**src/rtl/fr_pkg.sv**
```systemverilog
// Shared definitions for the fast-read responder: controller states,
// the accepted opcode and the fixed array content pattern.
package fr_pkg;

    // Command controller phases.
    typedef enum logic [2:0] {
        ST_IDLE,
        ST_OPC,
        ST_ADDR,
        ST_DUMMY,
        ST_DATA,
        ST_IGNORE
    } fr_state_e;

    localparam logic [7:0] FR_OPCODE = 8'h0B;

    // Content of array location loc.
    function automatic logic [7:0] fr_pattern(input int unsigned loc);
        int unsigned v;
        v = (loc * 29 + 90) % 256;
        return v[7:0];
    endfunction

endpackage

```
**src/rtl/fr_pin_sync.sv**
```systemverilog
// Multi-stage synchronizer for a group of asynchronous pins.
// Assumes each pin is held steady for several system clocks between changes.
module fr_pin_sync #(
    parameter int            W       = 3,
    parameter int            STAGES  = 2,
    parameter logic [W-1:0]  RST_VAL = '0
) (
    input  logic         clk,
    input  logic         rst_n,
    input  logic [W-1:0] d,
    output logic [W-1:0] q
);

    logic [W-1:0] pipe [STAGES];

    // First stage captures the raw pins.
    always_ff @(posedge clk) begin
        if (!rst_n) pipe[0] <= RST_VAL;
        else        pipe[0] <= d;
    end

    // Remaining stages settle metastability.
    for (genvar gs = 1; gs < STAGES; gs++) begin : g_stage
        always_ff @(posedge clk) begin
            if (!rst_n) pipe[gs] <= RST_VAL;
            else        pipe[gs] <= pipe[gs-1];
        end
    end

    assign q = pipe[STAGES-1];

endmodule

```
**src/rtl/fr_rom_array.sv**
```systemverilog
// Read-only byte array with a registered read port. Contents are computed
// from fr_pattern. Assumes rd_addr is stable in the cycle rd_en is high.
module fr_rom_array
    import fr_pkg::*;
#(
    parameter int MEM_AW = 8
) (
    input  logic              clk,
    input  logic              rst_n,
    input  logic              rd_en,
    input  logic [MEM_AW-1:0] rd_addr,
    output logic [7:0]        rd_data
);

    localparam int DEPTH = 1 << MEM_AW;

    logic [7:0] rom [DEPTH];

    for (genvar ga = 0; ga < DEPTH; ga++) begin : g_loc
        assign rom[ga] = fr_pattern(ga);
    end

    // Register the addressed byte when a fetch is requested.
    always_ff @(posedge clk) begin
        if (!rst_n)     rd_data <= '0;
        else if (rd_en) rd_data <= rom[rd_addr];
    end

endmodule

```
**src/rtl/fr_cmd_ctrl.sv**
```systemverilog
// Command decoder: counts rising serial-clock edges through the opcode,
// address and dummy phases, then runs the address during data output.
// Assumes edge pulses come from synchronized pins and last one system clock.
module fr_cmd_ctrl
    import fr_pkg::*;
#(
    parameter int MEM_AW = 8
) (
    input  logic              clk,
    input  logic              rst_n,
    input  logic              cs_s,
    input  logic              mosi_s,
    input  logic              sck_rise,
    input  logic              sck_fall,
    input  logic              busy,
    input  logic              byte_done,
    output fr_state_e         state,
    output logic              shift_en,
    output logic              rd_en,
    output logic [MEM_AW-1:0] rd_addr
);

    localparam int SIN_W = (MEM_AW > 8) ? MEM_AW : 8;

    logic [4:0]       cnt;
    logic [SIN_W-2:0] sin;
    logic [SIN_W-1:0] sin_next;
    logic             opc_ok;

    assign sin_next = {sin, mosi_s};
    assign opc_ok   = (sin_next[7:0] == FR_OPCODE) && !busy;
    assign shift_en = (state == ST_DATA) && sck_fall && !cs_s;

    // Phase sequencing, bit capture and address stepping.
    always_ff @(posedge clk) begin
        if (!rst_n) begin
            state   <= ST_IDLE;
            cnt     <= '0;
            sin     <= '0;
            rd_addr <= '0;
            rd_en   <= 1'b0;
        end else begin
            rd_en <= 1'b0;
            if (cs_s) begin
                state <= ST_IDLE;
                cnt   <= '0;
            end else begin
                case (state)
                    ST_IDLE, ST_OPC: begin
                        state <= ST_OPC;
                        if (sck_rise) begin
                            sin <= sin_next[SIN_W-2:0];
                            if (cnt == 5'd7) begin
                                cnt   <= '0;
                                state <= opc_ok ? ST_ADDR : ST_IGNORE;
                            end else begin
                                cnt <= cnt + 5'd1;
                            end
                        end
                    end
                    ST_ADDR: begin
                        if (sck_rise) begin
                            sin <= sin_next[SIN_W-2:0];
                            if (cnt == 5'd23) begin
                                cnt     <= '0;
                                rd_addr <= sin_next[MEM_AW-1:0];
                                rd_en   <= 1'b1;
                                state   <= ST_DUMMY;
                            end else begin
                                cnt <= cnt + 5'd1;
                            end
                        end
                    end
                    ST_DUMMY: begin
                        if (sck_rise) begin
                            if (cnt == 5'd7) begin
                                cnt   <= '0;
                                state <= ST_DATA;
                            end else begin
                                cnt <= cnt + 5'd1;
                            end
                        end
                    end
                    ST_DATA: begin
                        if (byte_done) begin
                            rd_addr <= rd_addr + 1'b1;
                            rd_en   <= 1'b1;
                        end
                    end
                    default: begin
                        state <= ST_IGNORE;
                    end
                endcase
            end
        end
    end

endmodule

```
**src/rtl/fr_out_shift.sv**
```systemverilog
// Output shifter: loads a byte from the read port on the first falling edge
// of each byte and shifts it out MSB first. Assumes rd_data is valid by then.
module fr_out_shift (
    input  logic       clk,
    input  logic       rst_n,
    input  logic       cs_s,
    input  logic       shift_en,
    input  logic [7:0] rd_data,
    output logic       miso,
    output logic       oe,
    output logic       byte_done
);

    logic [2:0] bitpos;
    logic [7:0] sh;

    assign byte_done = shift_en && (bitpos == 3'd7);

    // Drive one bit per falling edge; release the pin when deselected.
    always_ff @(posedge clk) begin
        if (!rst_n) begin
            miso   <= 1'b0;
            oe     <= 1'b0;
            bitpos <= '0;
            sh     <= '0;
        end else if (cs_s) begin
            miso   <= 1'b0;
            oe     <= 1'b0;
            bitpos <= '0;
        end else if (shift_en) begin
            oe     <= 1'b1;
            bitpos <= bitpos + 3'd1;
            if (bitpos == 3'd0) begin
                miso <= rd_data[7];
                sh   <= {rd_data[6:0], 1'b0};
            end else begin
                miso <= sh[7];
                sh   <= {sh[6:0], 1'b0};
            end
        end
    end

endmodule

```
**src/rtl/fr_fastread_responder.sv**
```systemverilog
// Top level of the fast-read responder. Synchronizes the serial pins to clk,
// detects serial-clock edges and connects decoder, array and output shifter.
// Assumes the serial clock runs at most one eighth of clk.
module fr_fastread_responder
    import fr_pkg::*;
#(
    parameter int MEM_AW      = 8,
    parameter int SYNC_STAGES = 2
) (
    input  logic clk,
    input  logic rst_n,
    input  logic spi_sck,
    input  logic spi_cs_n,
    input  logic spi_mosi,
    input  logic busy,
    output logic spi_miso,
    output logic spi_miso_oe
);

    logic [2:0]        pins_s;
    logic              sck_s, cs_s, mosi_s, sck_d;
    logic              sck_rise, sck_fall;
    logic              shift_en, byte_done, rd_en;
    logic [MEM_AW-1:0] rd_addr;
    logic [7:0]        rd_data;
    fr_state_e         ctl_state;

    fr_pin_sync #(.W(3), .STAGES(SYNC_STAGES), .RST_VAL(3'b010)) u_sync (
        .clk(clk), .rst_n(rst_n),
        .d({spi_sck, spi_cs_n, spi_mosi}),
        .q(pins_s)
    );

    assign sck_s  = pins_s[2];
    assign cs_s   = pins_s[1];
    assign mosi_s = pins_s[0];

    // Previous synchronized serial clock for edge detection.
    always_ff @(posedge clk) begin
        if (!rst_n) sck_d <= 1'b0;
        else        sck_d <= sck_s;
    end

    assign sck_rise = sck_s & ~sck_d;
    assign sck_fall = ~sck_s & sck_d;

    fr_cmd_ctrl #(.MEM_AW(MEM_AW)) u_ctrl (
        .clk(clk), .rst_n(rst_n), .cs_s(cs_s), .mosi_s(mosi_s),
        .sck_rise(sck_rise), .sck_fall(sck_fall), .busy(busy),
        .byte_done(byte_done), .state(ctl_state), .shift_en(shift_en),
        .rd_en(rd_en), .rd_addr(rd_addr)
    );

    fr_rom_array #(.MEM_AW(MEM_AW)) u_rom (
        .clk(clk), .rst_n(rst_n), .rd_en(rd_en),
        .rd_addr(rd_addr), .rd_data(rd_data)
    );

    fr_out_shift u_out (
        .clk(clk), .rst_n(rst_n), .cs_s(cs_s), .shift_en(shift_en),
        .rd_data(rd_data), .miso(spi_miso), .oe(spi_miso_oe),
        .byte_done(byte_done)
    );

endmodule

```
**config.mk**
```make
export PLATFORM = sky130hd
export DESIGN_NAME = fr_fastread_responder
export DESIGN_NICKNAME = d
export VERILOG_FILES = /design/src/rtl/fr_pkg.sv /design/src/rtl/fr_pin_sync.sv /design/src/rtl/fr_rom_array.sv /design/src/rtl/fr_cmd_ctrl.sv /design/src/rtl/fr_out_shift.sv /design/src/rtl/fr_fastread_responder.sv
export SDC_FILE = /design/constraint.sdc
export NUM_CORES = 1
export LEC_CHECK = 0
export BUFFER_PORTS_ARGS = -buffer_cell sky130_fd_sc_hd__buf_2
export CAP_MARGIN = 15
export CORE_MARGIN = 4
export CORE_UTILIZATION = 35
export DETAILED_ROUTE_END_ITERATION = 16
export HOLD_SLACK_MARGIN = 0.1
export PLACE_DENSITY = 0.61
export SLEW_MARGIN = 20
export SYNTH_ARGS = -nofsm -noshare
export SYNTH_HDL_FRONTEND = slang
export SYNTH_SLANG_ARGS = --single-unit
```
**constraint.sdc**
```tcl
create_clock -name clk -period 2.9 [get_ports clk]
set_input_delay 0.145 -clock clk [delete_from_list [all_inputs] [get_ports clk]]
set_output_delay 0.145 -clock clk [all_outputs]
set_load 0.01 [all_outputs]
```
[Word level (Yosys, flattened, before mapping)]
Memories as Yosys holds them, arrays and structs flattened. A register that Yosys moved wholly into a read port is not among the register bits.
Index checks and enable logic that the tools add are counted.
Word-level totals
  word-level logic and storage cells: 86
  output and inout bits: 2
  register bits: 38
  memory bits (read-only): 2048
  memories: 2
  input bits: 6
  memory bits (writable): 6
Cells by class
  reductions and logical operators: 20
  mux-type cells: 27
  bitwise logic cells: 10
  add/sub/neg operators: 3
  equal/unequal tests: 14
Memory list
  (no name shown): depth 256, bits a word 8, rd ports 1, clocked after memory_dff 1, write ports 0, RTL line fr_rom_array.sv:26  | else if (rd_en) rd_data <= rom[rd_addr];
  u_sync.pipe: depth 2, bits a word 3, rd ports 2, clocked after memory_dff 0, write ports 2, RTL line fr_pin_sync.sv:14  | logic [W-1:0] pipe [STAGES];
Operators by type and width (number)
  $mux W8: 4
  $mux W3: 9
  $mux W5: 4
  $pmux W8 S2: 1
  $pmux W3 S4: 1
  $pmux W5 S2: 1
  $reduce_and A5 Y1: 2
  $not A8 Y9: 1
  $add A8 B1 Y8 const B: 1
  $eq A8 B4 Y1 const B: 1
  $eq A3 B2 Y1 const B: 2
  $eq A3 B3 Y1 const B: 2
  $logic_not A3 Y1: 2
  $mux W1: 6
  $ne A2 B1 Y1 const B: 3
  $ne A2 B2 Y1 const B: 3
  $reduce_and A3 Y1: 2
  $reduce_or A3 Y1: 2
  $add A5 B1 Y5 const B: 1
  $eq A5 B3 Y1 const B: 1
  $eq A5 B5 Y1 const B: 1
  $not A1 Y1: 5
  $logic_and A1 B1 Y1: 4
  $reduce_bool A2 Y1: 2
  8 further kinds: 13

[Logic depth before layout (Yosys ltp)]
An unclocked memory read counts as a cell.
  depth after elaboration: 8
  gate-level depth with buffers: 9
  depth with buffers taken out: 8

[Hierarchy]
Synthesis repeated with hierarchy kept, for this count alone.
Second synthesis, totals
  cell total of the unflattened synthesis: 394
  area total of the unflattened synthesis: 3290.7 um^2
By module, submodules not included
  fr_cmd_ctrl: seq. area each 480.5 um^2, instances 1, cells an instance 156, area an instance 1297.5 um^2
  fr_rom_array: seq. area each 160.2 um^2, instances 1, cells an instance 166, area an instance 1236.2 um^2
  fr_out_shift: seq. area each 240.2 um^2, instances 1, cells an instance 56, area an instance 560.5 um^2
  fr_pin_sync: seq. area each 120.1 um^2, instances 1, cells an instance 12, area an instance 157.7 um^2
  fr_fastread_responder: seq. area each 20.0 um^2, instances 1, cells an instance 4, area an instance 38.8 um^2

[Worst setup path before layout]
No wires, ideal clock.
  path type: register -> register
  start point: register u_ctrl.rd_addr[0]
  end point: register u_rom.rd_data[7]
  arrival time: 2.147 ns
  path slack: 0.634 ns
  data required time: 2.780 ns
  cell stages (with the launch flop): 9
  cells stage by stage: dfxtp_1 > clkbuf_1 > inv_1 > ha_1 > and2_1 > mux4_2 > nor2b_1 > a211oi_1 > o31a_1
On the way
  longest elaborated chain between the ends: 1
Ends and longest elaborated chain
  start: declaration: RTL line fr_cmd_ctrl.sv:20  | output logic [MEM_AW-1:0] rd_addr
  start signal: assignment: RTL line fr_cmd_ctrl.sv:66  | rd_addr <= sin_next[MEM_AW-1:0];
  start signal: assignment: RTL line fr_cmd_ctrl.sv:86  | rd_addr <= rd_addr + 1'b1;
  $not A8 Y9 (not written as such): RTL line fr_rom_array.sv:26
  end: declaration: RTL line fr_rom_array.sv:12  | output logic [7:0] rd_data
No other way between the ends.
A chain may end at the register's enable or synchronous reset.

[Worst setup path in the final report]
Same ends and word-level chain as after synthesis.

==> results.yml <==
run_status:
  outcome: "complete, no violations"
yosys:
  synth_fp_nets: 421
  ys.flop_type: "dfxtp_1"
  synth_top_area_cell: "dfxtp_1"
  synthDistinctLibCells: 60
  yosysSeqAreaShare_pct: 31.09
  ys_top_cells_by_count: "dfxtp_1, nand2_1, nor2_1, clkbuf_1"
  synth_area_per_cell_um2: 8.232
  yosysMostFrequentCell: "dfxtp_1"
  ys_async_sr_fraction_pct: 0
  syn_inst: 399
  yosysWarnings: 0
  ys_ff_latch: 51
  synth_top_area_share_pct: 31.09
  synth_edf_count: 0
  netlist_top_cells_area: "dfxtp_1, mux2i_1, ha_1"
  syn_area_um2: 3284
cts:
  cts_root_buffer: "clkbuf_8"
  cts_tree: "done"
  clock_latency_ps: 300
  cts_num_sinks: 51
  cts.clk_slew.worst_paths_ps: 90
  cts_buffer_depth: 2
  cts_max_level: 2
  cts_buffers: 5
  cts-resized-gates: 0
timing:
  setup_viol: 0
  finalCritPeriodShare_pct: 84.68
  rsz0062_at_grt: "no"
  hold_slack_ps: 352.2
  layout_min_cycle_time_ps: 2456
  hold_violations: 0
  report.final.slew_viol_count: 0
  tns_ps: 0
  fin_skew_ps: 6.973
  tightest_slew_ps: 1007
  setup_ws_ps: 444.2
  fmax_mhz: 407.2
  max_slew_margin_pct: 32.78
floorplanning:
  dieWidth_um: 104.9
  start_util_pct: 35.71
  rows: 35
  dieArea_um2: 11000
  io_pins: 8
  core_um2: 9196
  die_h_um: 104.9
worst_setup_path:
  max_stage_delay_ps: 650
  reg2reg_from: "u_ctrl.rd_addr[0]$_SDFFE_PN0P_"
  r2r_slack_ps: 440
  critPathTopFamily: "flip-flops"
  crit_arrival_ps: 2650
  cp-end-kind: "flop"
  r2r_cells: 7
  startpoint_type: "flop"
  critPathRequiredTime_ps: 3090
  crit_buf_inv: 1
  cp_slowest_cell: "dfxtp_1"
  path_cells: "inv_1 > ha_1 > and2_1 > mux4_2 > nor2b_1 > a211oi_1 > o31a_1"
  rr_endpoint: "u_rom.rd_data[7]$_SDFFE_PN0P_"
  critPathMaxFanout: 15
  critical_path_class: "flop to flop"
global_routing:
  globalRouteOverflowTotal: 0
  grt_antenna_before_repair: 0
  grt_max_degree: 45
  grt_pass1_wl_mm: 12.10
  grt_pass1_vias: 2566
  grtUsageTotal_pct: 13.00
job:
  cap_viol_max_count: 0
route:
  wl_per_cell_um: 14.22
  dr.first_iter.drc_count: 146
  vias_per_cell: 5.628
  ant_nets: 0
  first_pass_iters: 5
  routed_wl_mm: 7.110
  drc: 0
  route.vias.total: 2814
pwr:
  power_density_nw_per_um2: 354.4
  total_power_mw: 1.246
  worst_ir_drop_vdd_uv: 260.7
  leakage_nw: 1.380
placed_design:
  globalplace.congestion: 0.8675
  place_ws_ps: 467.8
  portBuffers: 7
  place_hpwl_mm: 4.968
  placedCellCount: 489
  place_area_um2: 3369
hold_path:
  min_from: "rst_n"
  hp-class: "primary input to flop"
  holdPathStages: 3
  holdPathEnd: "u_sync.pipe[1][1]$_SDFF_PN1_"
finish:
  n_antenna_cell: 0
  final_cells: 500
  postLayoutCellArea_um2: 3517
  fin_util_pct: 38.24
  drive_gt1_share_pct: 8.997
  num-fill-cells: 934
  syn_to_final_growth_pct: 7.086
  final_net_count: 410
==> metal layers <==
layer / routed length, um / share of wire (%) / global-route usage, % / vias to the layer above
met4: 122 / 1.7 / 3.843 / 0
li1: - / - / - / 1399
met5: 0 / 0 / 0 / -
met1: 3419 / 48 / 17.23 / 1306
met2: 3190 / 45 / 21.22 / 95
met3: 377 / 5.3 / 2.779 / 14
==> cells by family (layout without fill, tap and decap cells) <==
logic type | count (synthesis) | after routing | synth area share, %
AND/OR/NAND/NOR | 155 | 155 | 26.09
AO/OA/AOI/OAI | 99 | 99 | 21.03
flip-flops | 51 | 51 | 31.09
buffers and inverters | 47 | 37 | 5.676
multiplexers | 25 | 25 | 8.419
adder cells (fa/ha/maj) | 16 | 16 | 6.095
XOR/XNOR | 6 | 6 | 1.600
==> power by group <==
group	internal (mW)	total (mW)	switching, mW
clock network	0.279	0.510	0.230
logic	0.0131	0.0278	0.0147
registers	0.704	0.709	0.00444
total	0.997	1.25	0.249
==> layout by cell type (no fill, tap or decap), types with 3 or more instances in the layout <==
cell type,Yosys,routed
buf_4,0,7
nand2_1,38,38
ha_1,16,16
clkbuf_8,0,6
nor3b_1,3,3
o21bai_1,3,3
nor2b_1,19,19
dfxtp_1,51,51
and3_1,4,4
inv_1,12,12
a211oi_1,4,4
nor2_1,28,28
nand3_1,11,11
nor3_1,5,5
dlygate4sd3_1,0,3
o211ai_1,6,6
a21oi_1,18,18
mux2i_1,22,22
o31ai_1,5,5
and2_1,7,7
nand3b_1,6,6
nand4b_1,3,3
a31oi_1,7,7
nand4_1,3,3
buf_2,8,7
o211a_1,9,9
xnor2_1,4,4
nand2b_1,15,15
o21ai_0,22,22
==> cell type report <==
type	instances	area, um2	area share [%]
clock inverters	2	35.03	0.9961
repair buffers	17	117.6	3.344
inverters	12	45.04	1.281
flip-flops and latches	51	1021	29.03
well taps	111	138.9	3.949
clock buffers	6	82.58	2.348
multi-input cells	301	2077	59.05
==> what timing repair did <==
action | 4_1_cts | 5_1_grt
hold buffers | 3 | 0
endpoints found under the hold margin | 3 | 0
endpoints found under the setup margin | 0 | 0
setup buffers | 0 | 0
==> worst register-to-register path, cell delays in order (launching register included) <==
cell and delay, ps:
dfxtp_1 650, inv_1 230, ha_1 310, and2_1 200
mux4_2 450, nor2b_1 160, a211oi_1 70, o31a_1 280
==> state kept, by name, indices dropped and copies added (netlist names), 3 cells and up <==
register,count
u_rom.rd_data,8
u_out.bitpos,3
u_ctrl.cnt,5
u_ctrl.state,3
u_out.sh,7
u_ctrl.rd_addr,8
u_sync.pipe,6
u_ctrl.sin,7
==> worst max-delay path by stage <==
stage,start,end,slack [ps],cells after the start
final,u_ctrl.rd_addr[0]$_SDFFE_PN0P_,u_rom.rd_data[7]$_SDFFE_PN0P_,440,7
after floorplan,u_ctrl.rd_addr[0]$_SDFFE_PN0P_,u_rom.rd_data[7]$_SDFFE_PN0P_,630,8
after detailed placement,u_ctrl.rd_addr[0]$_SDFFE_PN0P_,u_rom.rd_data[7]$_SDFFE_PN0P_,470,7
after global placement,u_ctrl.rd_addr[0]$_SDFFE_PN0P_,u_rom.rd_data[7]$_SDFFE_PN0P_,580,7
after CTS,u_ctrl.rd_addr[0]$_SDFFE_PN0P_,u_rom.rd_data[7]$_SDFFE_PN0P_,450,7
after global routing,u_ctrl.rd_addr[0]$_SDFFE_PN0P_,u_rom.rd_data[7]$_SDFFE_PN0P_,300,7
(Power assumes the default switching activity.)
